File: config.mk
export PLATFORM = sky130hd
export DESIGN_NAME = irq_halt_ctrl
export DESIGN_NICKNAME = d
export VERILOG_FILES = /design/src/rtl/irqc_pkg.sv /design/src/rtl/irqc_frame_div.sv /design/src/rtl/irqc_pending.sv /design/src/rtl/irqc_pusher.sv /design/src/rtl/irq_halt_ctrl.sv
export SDC_FILE = /design/constraint.sdc
export NUM_CORES = 1
export LEC_CHECK = 0
export ABC_AREA = 1
export BUFFER_PORTS_ARGS = -buffer_cell sky130_fd_sc_hd__buf_2
export CORE_UTILIZATION = 35
export CTS_BUF_LIST = sky130_fd_sc_hd__clkbuf_8
export DETAILED_ROUTE_END_ITERATION = 6
export SETUP_SLACK_MARGIN = 0.02
export SLEW_MARGIN = 40
export SYNTH_ARGS = -nofsm -noshare
export SYNTH_HDL_FRONTEND = slang
export SYNTH_SLANG_ARGS = --single-unit
File: constraint.sdc
create_clock -name clk -period 1.7 [get_ports clk]
set_input_delay 0.255 -clock clk [delete_from_list [all_inputs] [get_ports clk]]
set_output_delay 0.255 -clock clk [all_outputs]
set_load 0.1 [all_outputs]
File: src/rtl/irqc_pkg.sv
package irqc_pkg;
  typedef enum logic [2:0] {
    ST_RUN,
    ST_PUSH,
    ST_VECTOR,
    ST_HALT,
    ST_LOCK
  } irqc_state_t;

  typedef enum logic {
    SRC_FRAME = 1'b0,
    SRC_IO    = 1'b1
  } irqc_src_t;
endpackage

File: src/rtl/irqc_frame_div.sv
module irqc_frame_div #(
  parameter int unsigned FRAME_DIV = 133333
) (
  input  logic clk,
  input  logic rst_n,
  output logic tick
);
  localparam int unsigned CNT_W = (FRAME_DIV > 1) ? $clog2(FRAME_DIV) : 1;
  localparam logic [CNT_W-1:0] LAST = CNT_W'(FRAME_DIV - 1);

  logic [CNT_W-1:0] cnt_q;

  always_ff @(posedge clk) begin
    if (!rst_n)          cnt_q <= '0;
    else if (cnt_q == LAST) cnt_q <= '0;
    else                 cnt_q <= cnt_q + 1'b1;
  end

  assign tick = (cnt_q == LAST);

  generate
    if (FRAME_DIV > 1) begin : g_single
      p_tick_single_r2: assert property (@(posedge clk) disable iff (!rst_n)
        tick |=> !tick);
    end
  endgenerate
endmodule

File: src/rtl/irqc_pending.sv
module irqc_pending
  import irqc_pkg::*;
(
  input  logic      clk,
  input  logic      rst_n,
  input  logic      frame_set,
  input  logic      io_set,
  input  logic      take,
  output irqc_src_t sel_src,
  output logic      any_pend,
  output logic      frame_pend,
  output logic      io_pend
);
  logic clr_frame, clr_io;

  // frame outranks IO
  assign sel_src   = frame_pend ? SRC_FRAME : SRC_IO;
  assign any_pend  = frame_pend | io_pend;
  assign clr_frame = take & (sel_src == SRC_FRAME);
  assign clr_io    = take & (sel_src == SRC_IO);

  always_ff @(posedge clk) begin
    if (!rst_n) begin
      frame_pend <= 1'b0;
      io_pend    <= 1'b0;
    end else begin
      frame_pend <= frame_set | (frame_pend & ~clr_frame);
      io_pend    <= io_set    | (io_pend    & ~clr_io);
    end
  end

  p_io_held_r7: assert property (@(posedge clk) disable iff (!rst_n)
    (io_pend && !clr_io) |=> io_pend);
  p_frame_first_r7: assert property (@(posedge clk) disable iff (!rst_n)
    (take && frame_pend) |-> !clr_io);
endmodule

File: src/rtl/irqc_pusher.sv
module irqc_pusher #(
  parameter int unsigned ADDR_W = 16,
  parameter int unsigned DATA_W = 8
) (
  input  logic              clk,
  input  logic              rst_n,
  input  logic              start,
  input  logic [ADDR_W-1:0] ret_pc,
  output logic              push_valid,
  input  logic              push_ready,
  output logic [DATA_W-1:0] push_data,
  output logic              push_last,
  output logic              done
);
  localparam int unsigned BYTES = ADDR_W / DATA_W;
  localparam int unsigned IDX_W = (BYTES > 1) ? $clog2(BYTES) : 1;
  localparam logic [IDX_W-1:0] LAST_IDX = IDX_W'(BYTES - 1);

  logic              busy_q;
  logic [IDX_W-1:0]  idx_q;
  logic [ADDR_W-1:0] shf_q;
  logic              xfer;

  assign push_valid = busy_q;
  assign push_data  = shf_q[ADDR_W-1 -: DATA_W];
  assign push_last  = busy_q & (idx_q == LAST_IDX);
  assign xfer       = busy_q & push_ready;
  assign done       = xfer & (idx_q == LAST_IDX);

  always_ff @(posedge clk) begin
    if (!rst_n) begin
      busy_q <= 1'b0;
      idx_q  <= '0;
      shf_q  <= '0;
    end else if (start && !busy_q) begin
      busy_q <= 1'b1;
      idx_q  <= '0;
      shf_q  <= ret_pc;
    end else if (xfer) begin
      shf_q <= {shf_q[ADDR_W-DATA_W-1:0], {DATA_W{1'b0}}};
      if (idx_q == LAST_IDX) begin
        busy_q <= 1'b0;
        idx_q  <= '0;
      end else begin
        idx_q <= idx_q + 1'b1;
      end
    end
  end

  p_hold_r5: assert property (@(posedge clk) disable iff (!rst_n)
    (push_valid && !push_ready) |=> (push_valid && $stable(push_data) && $stable(push_last)));
  p_no_restart_r5: assert property (@(posedge clk) disable iff (!rst_n)
    busy_q |-> !start);
endmodule

File: src/rtl/irq_halt_ctrl.sv
module irq_halt_ctrl
  import irqc_pkg::*;
#(
  parameter int unsigned FRAME_DIV = 133333,
  parameter int unsigned ADDR_W    = 16,
  parameter int unsigned DATA_W    = 8,
  parameter logic [15:0] FRAME_VEC = 16'hFF00,
  parameter logic [15:0] IO_VEC    = 16'hFF02
) (
  input  logic              clk,
  input  logic              rst_n,
  input  logic              io_irq,
  input  logic              boundary,
  input  logic              sif,
  input  logic              cif,
  input  logic              iret,
  input  logic              halt,
  input  logic [ADDR_W-1:0] next_pc,
  output logic              push_valid,
  input  logic              push_ready,
  output logic [DATA_W-1:0] push_data,
  output logic              push_last,
  output logic              vec_load,
  output logic [ADDR_W-1:0] vec_addr,
  output logic              stall,
  output logic              irq_disabled,
  output logic              in_handler,
  output logic              frame_tick
);
  irqc_state_t state_q, state_d;
  irqc_src_t   src_q, sel_src;
  logic        dis_q, hnd_q;
  logic        dis_eff, hnd_eff, run;
  logic        any_pend, frame_pend, io_pend;
  logic        take_run, take_halt, take, push_done;

  irqc_frame_div #(.FRAME_DIV(FRAME_DIV)) u_div (
    .clk(clk), .rst_n(rst_n), .tick(frame_tick)
  );

  irqc_pending u_pend (
    .clk(clk), .rst_n(rst_n),
    .frame_set(frame_tick), .io_set(io_irq), .take(take),
    .sel_src(sel_src), .any_pend(any_pend),
    .frame_pend(frame_pend), .io_pend(io_pend)
  );

  irqc_pusher #(.ADDR_W(ADDR_W), .DATA_W(DATA_W)) u_push (
    .clk(clk), .rst_n(rst_n), .start(take), .ret_pc(next_pc),
    .push_valid(push_valid), .push_ready(push_ready),
    .push_data(push_data), .push_last(push_last), .done(push_done)
  );

  assign run = (state_q == ST_RUN);

  // strobes of this cycle applied before the boundary decision
  always_comb begin
    dis_eff = dis_q;
    hnd_eff = hnd_q;
    if (run) begin
      if (sif)                dis_eff = 1'b1;
      else if (iret)          dis_eff = 1'b0;
      else if (cif && !hnd_q) dis_eff = 1'b0;
      if (iret)               hnd_eff = 1'b0;
    end
  end

  assign take_run  = run && !halt && boundary && !dis_eff && any_pend;
  assign take_halt = (state_q == ST_HALT) && frame_pend;
  assign take      = take_run | take_halt;

  always_comb begin
    state_d = state_q;
    unique case (state_q)
      ST_RUN: begin
        if (halt)      state_d = dis_eff ? ST_LOCK : ST_HALT;
        else if (take) state_d = ST_PUSH;
      end
      ST_HALT:   if (take) state_d = ST_PUSH;
      ST_PUSH:   if (push_done) state_d = ST_VECTOR;
      ST_VECTOR: state_d = ST_RUN;
      ST_LOCK:   state_d = ST_LOCK;
      default:   state_d = ST_RUN;
    endcase
  end

  always_ff @(posedge clk) begin
    if (!rst_n) begin
      state_q <= ST_RUN;
      src_q   <= SRC_FRAME;
      dis_q   <= 1'b1;
      hnd_q   <= 1'b0;
    end else begin
      state_q <= state_d;
      if (take) begin
        dis_q <= 1'b1;
        hnd_q <= 1'b1;
        src_q <= take_halt ? SRC_FRAME : sel_src;
      end else begin
        dis_q <= dis_eff;
        hnd_q <= hnd_eff;
      end
    end
  end

  assign vec_load     = (state_q == ST_VECTOR);
  assign vec_addr     = ADDR_W'((src_q == SRC_FRAME) ? FRAME_VEC : IO_VEC);
  assign stall        = !run;
  assign irq_disabled = dis_q;
  assign in_handler   = hnd_q;

  p_take_marks_r4: assert property (@(posedge clk) disable iff (!rst_n)
    $rose(push_valid) |-> (irq_disabled && in_handler && stall));
  p_take_gate_r4: assert property (@(posedge clk) disable iff (!rst_n)
    $rose(push_valid) |-> ($past(boundary) || $past(state_q == ST_HALT)));
  p_cif_inside_r3: assert property (@(posedge clk) disable iff (!rst_n)
    (run && cif && !iret && in_handler) |=> irq_disabled);
  p_iret_clears_r8: assert property (@(posedge clk) disable iff (!rst_n)
    (run && iret && !sif && !take && !halt) |=> (!irq_disabled && !in_handler));
  p_vec_pulse_r6: assert property (@(posedge clk) disable iff (!rst_n)
    vec_load |=> (!vec_load && !stall));
  p_lock_r10: assert property (@(posedge clk) disable iff (!rst_n)
    (state_q == ST_LOCK) |=> (stall && !push_valid && state_q == ST_LOCK));
endmodule

==> metrics <==
status=finished with violations; failing checks=setup timing; Detailed Place HPWL=3620 microns; total die area=7290 sq um; Critical Path AT=1.53 ns; fin crit period=1.78 ns; # Max-Cap Violations=0; Nets=401; pin count of the biggest net entering global routing=20; R2R setup slack=0.10 ns; 1st-iter DRT viols=64; Peak VDD IR=0.389 mV; R2R Path Start=u_div.cnt_q[9]; drt first pass iters=5; largest fanout on the critical path=3; number of global-route vias before repair=1940; Post-Layout Cell Count=455; Clock Skews=0.0160 ns; register area share after synthesis=0.362; Leak=1.26 nW; # port buffers=40; pwr dens=1090 nW/um^2; Boundary Pins=56; Fmax=561 MHz; CTS Buf Count=5; setup ws final=-0.0810 ns; Period Utilization, post-route=1.05; Yosys warning count=0; synthesized area=2430 sq um; worst path required time=1.44 ns; Seq. cell area=903 sq um; share of cells above drive strength 1=0.384; Total GRT Usage=0.142; row count=30; pre-CTS setup slack=0.0836 ns; first-pass GRT wire length=8390 microns; Final Power=0.00323 W; drt wl/cell=11.0 microns; fill cell count=658; via count=2114; # hold bufs at CTS=0; Post-synth ARST share=0; fin. max-slew vios=0; routability congestion estimate from global placement=0.821; GRT Residual Overflow=0; Post-DRT Antenna Nets=0; Post-synth EDFFs=0; initial antenna violation count=0; Clock Sinks=44; Worst-path clk slew=0.09 ns; core area=6760 sq um; vias per cell=4.65; Critical R2R Capture=u_div.cnt_q[1]; critical path class=reg2out; H-Tree Depth=2; hold path depth=3; Cell variety after synth=36; Worst Hold End=u_pend.io_pend; Hold WC Path Type=in2reg; dominant synthesized flop cell=dfxtp_1; number of remaining DRC errors=0; Reg2Reg Depth=8; crit start category=flop; hold_sp=io_irq; CP endpoint kind=output pin; CTS tree=done; register bit count reported by yosys=44; setup TNS after final layout=-0.0810 ns; WL final=4990 microns; syn avg cell area=7.56 sq um; die width=85.4 microns; Root Buffer=clkbuf_8; antenna cells=0; Final Hold Viols=0; Final Setup Violations=1; Syn Inst Count=322; placed cells=432; Clock Path Buffers=2; clk_lat worst skew=0.30 ns; Initial Utilization=0.360; RSZ-0062 raised after global routing=true; DIE HEIGHT=85.4 microns; Multi-input gate area=1260 sq um; Area growth syn-to-layout=21.7%; Core Util, Final=0.439
[worst max-delay path by stage]
stage                     slack [ns]            start  cells past startpoint         endpoint
after CTS                      -0.07   u_div.cnt_q[0]                      5       frame_tick
after global routing           -0.15   u_div.cnt_q[9]                      4       frame_tick
after global placement          0.12  u_div.cnt_q[13]                      6  u_div.cnt_q[12]
after detailed placement        0.08  u_div.cnt_q[13]                      6   u_div.cnt_q[1]
after floorplan                -0.54   u_div.cnt_q[7]                      8  u_div.cnt_q[16]
final                          -0.08   u_div.cnt_q[9]                      4       frame_tick
[where the power goes]
group / switching (W) / total (W) / internal [W]
clock: 0.000376 / 0.000857 / 0.000481
combinational: 0.000920 / 0.00119 / 0.000274
sequential: 0.0000682 / 0.00118 / 0.00111
total: 0.00136 / 0.00323 / 0.00186
[cell usage in the layout (no fill, tap or decap), drive strengths merged, types with 2 or more instances in the layout]
| master | netlist | final |
|---|---|---|
| o21ai | 8 | 8 |
| xnor2 | 2 | 2 |
| nor2 | 31 | 31 |
| clkbuf | 0 | 6 |
| ha | 2 | 2 |
| nor3 | 7 | 7 |
| nand3 | 40 | 40 |
| inv | 41 | 43 |
| nand2 | 66 | 66 |
| xor2 | 3 | 3 |
| buf | 30 | 61 |
| clkinv | 4 | 4 |
| a21oi | 26 | 26 |
| conb | 2 | 15 |
| or2 | 3 | 3 |
| dfxtp | 44 | 44 |
| nor4 | 2 | 2 |
| nand4 | 7 | 7 |
[layout make-up]
| type | count | area share |
|---|---|---|
| clock buffers | 6 | 0.0279 |
| inverters | 45 | 0.0621 |
| well taps | 80 | 0.0338 |
| flip-flops and latches | 44 | 0.305 |
| repair buffers | 61 | 0.130 |
| repair inverters | 1 | 0.00211 |
| clock inverters | 2 | 0.0131 |
| multi-input cells | 216 | 0.427 |
[registers in the layout, indices dropped and copies added, names as in the netlist]
signal	cells
u_pend.frame_pend	1
src_q	1
u_div.cnt_q	18
u_pend.io_pend	1
u_push.shf_q	16
u_push.push_valid	1
in_handler	1
state_q	3
u_push.idx_q	1
irq_disabled	1
[stage by stage]
stage	hold slack (ns)	instance area, sq um
floorplan	0.342	2510
global placement	0.453	2640
detailed placement	0.463	2640
CTS	0.172	2830
global route	0.193	2960
finish	0.175	2960
[routing by layer]
layer	global-route usage	vias up	wire length, microns	part of all wire
met1	0.178	962	2300	0.46
li1	-	1090	-	-
met3	0.0263	8	208	0.042
met4	0.0515	0	86	0.017
met5	0	-	0	0
met2	0.242	54	2390	0.48
[Yosys cell counts (3+ instances only)]
master	instances	share of area
dfxtp_1	44	0.36
nand2_2	3	0.0077
o21ai_0	8	0.016
nand2_1	61	0.094
nor2_1	27	0.042
nand3_1	28	0.058
inv_2	6	0.0093
a21oi_1	12	0.025
nand4_1	7	0.018
nor2_4	3	0.014
inv_1	35	0.054
a21oi_2	14	0.050
nand3_2	12	0.049
buf_4	25	0.077
nor3_1	5	0.010
xor2_1	3	0.011
[cells by family (layout without fill, tap and decap cells)]
family	count (synthesis)	count (layout)	synth area share
adders and majority gates	2	2	0.0103
DFF	44	44	0.362
xor gates and xnor gates	5	5	0.0180
buffers and inverters	75	115	0.166
AOI/OAI and AO/OA	36	36	0.0977
and+or+nand+nor	158	158	0.343
other	2	15	0.00309
[critical path, stage by stage (launching register included)]
cell     delay [ns]
dfxtp_4        0.37
inv_4          0.06
nand4_1        0.15
nor4_4         0.42
buf_12         0.22
[what timing repair did]
action	CTS	global route
endpoints found under the setup margin	1	30
gates resized for setup	10	23
pin swaps	2	4
gates cloned	0	1
setup buffers	4	11
Note: power is estimated with default switching activity, not from simulation.
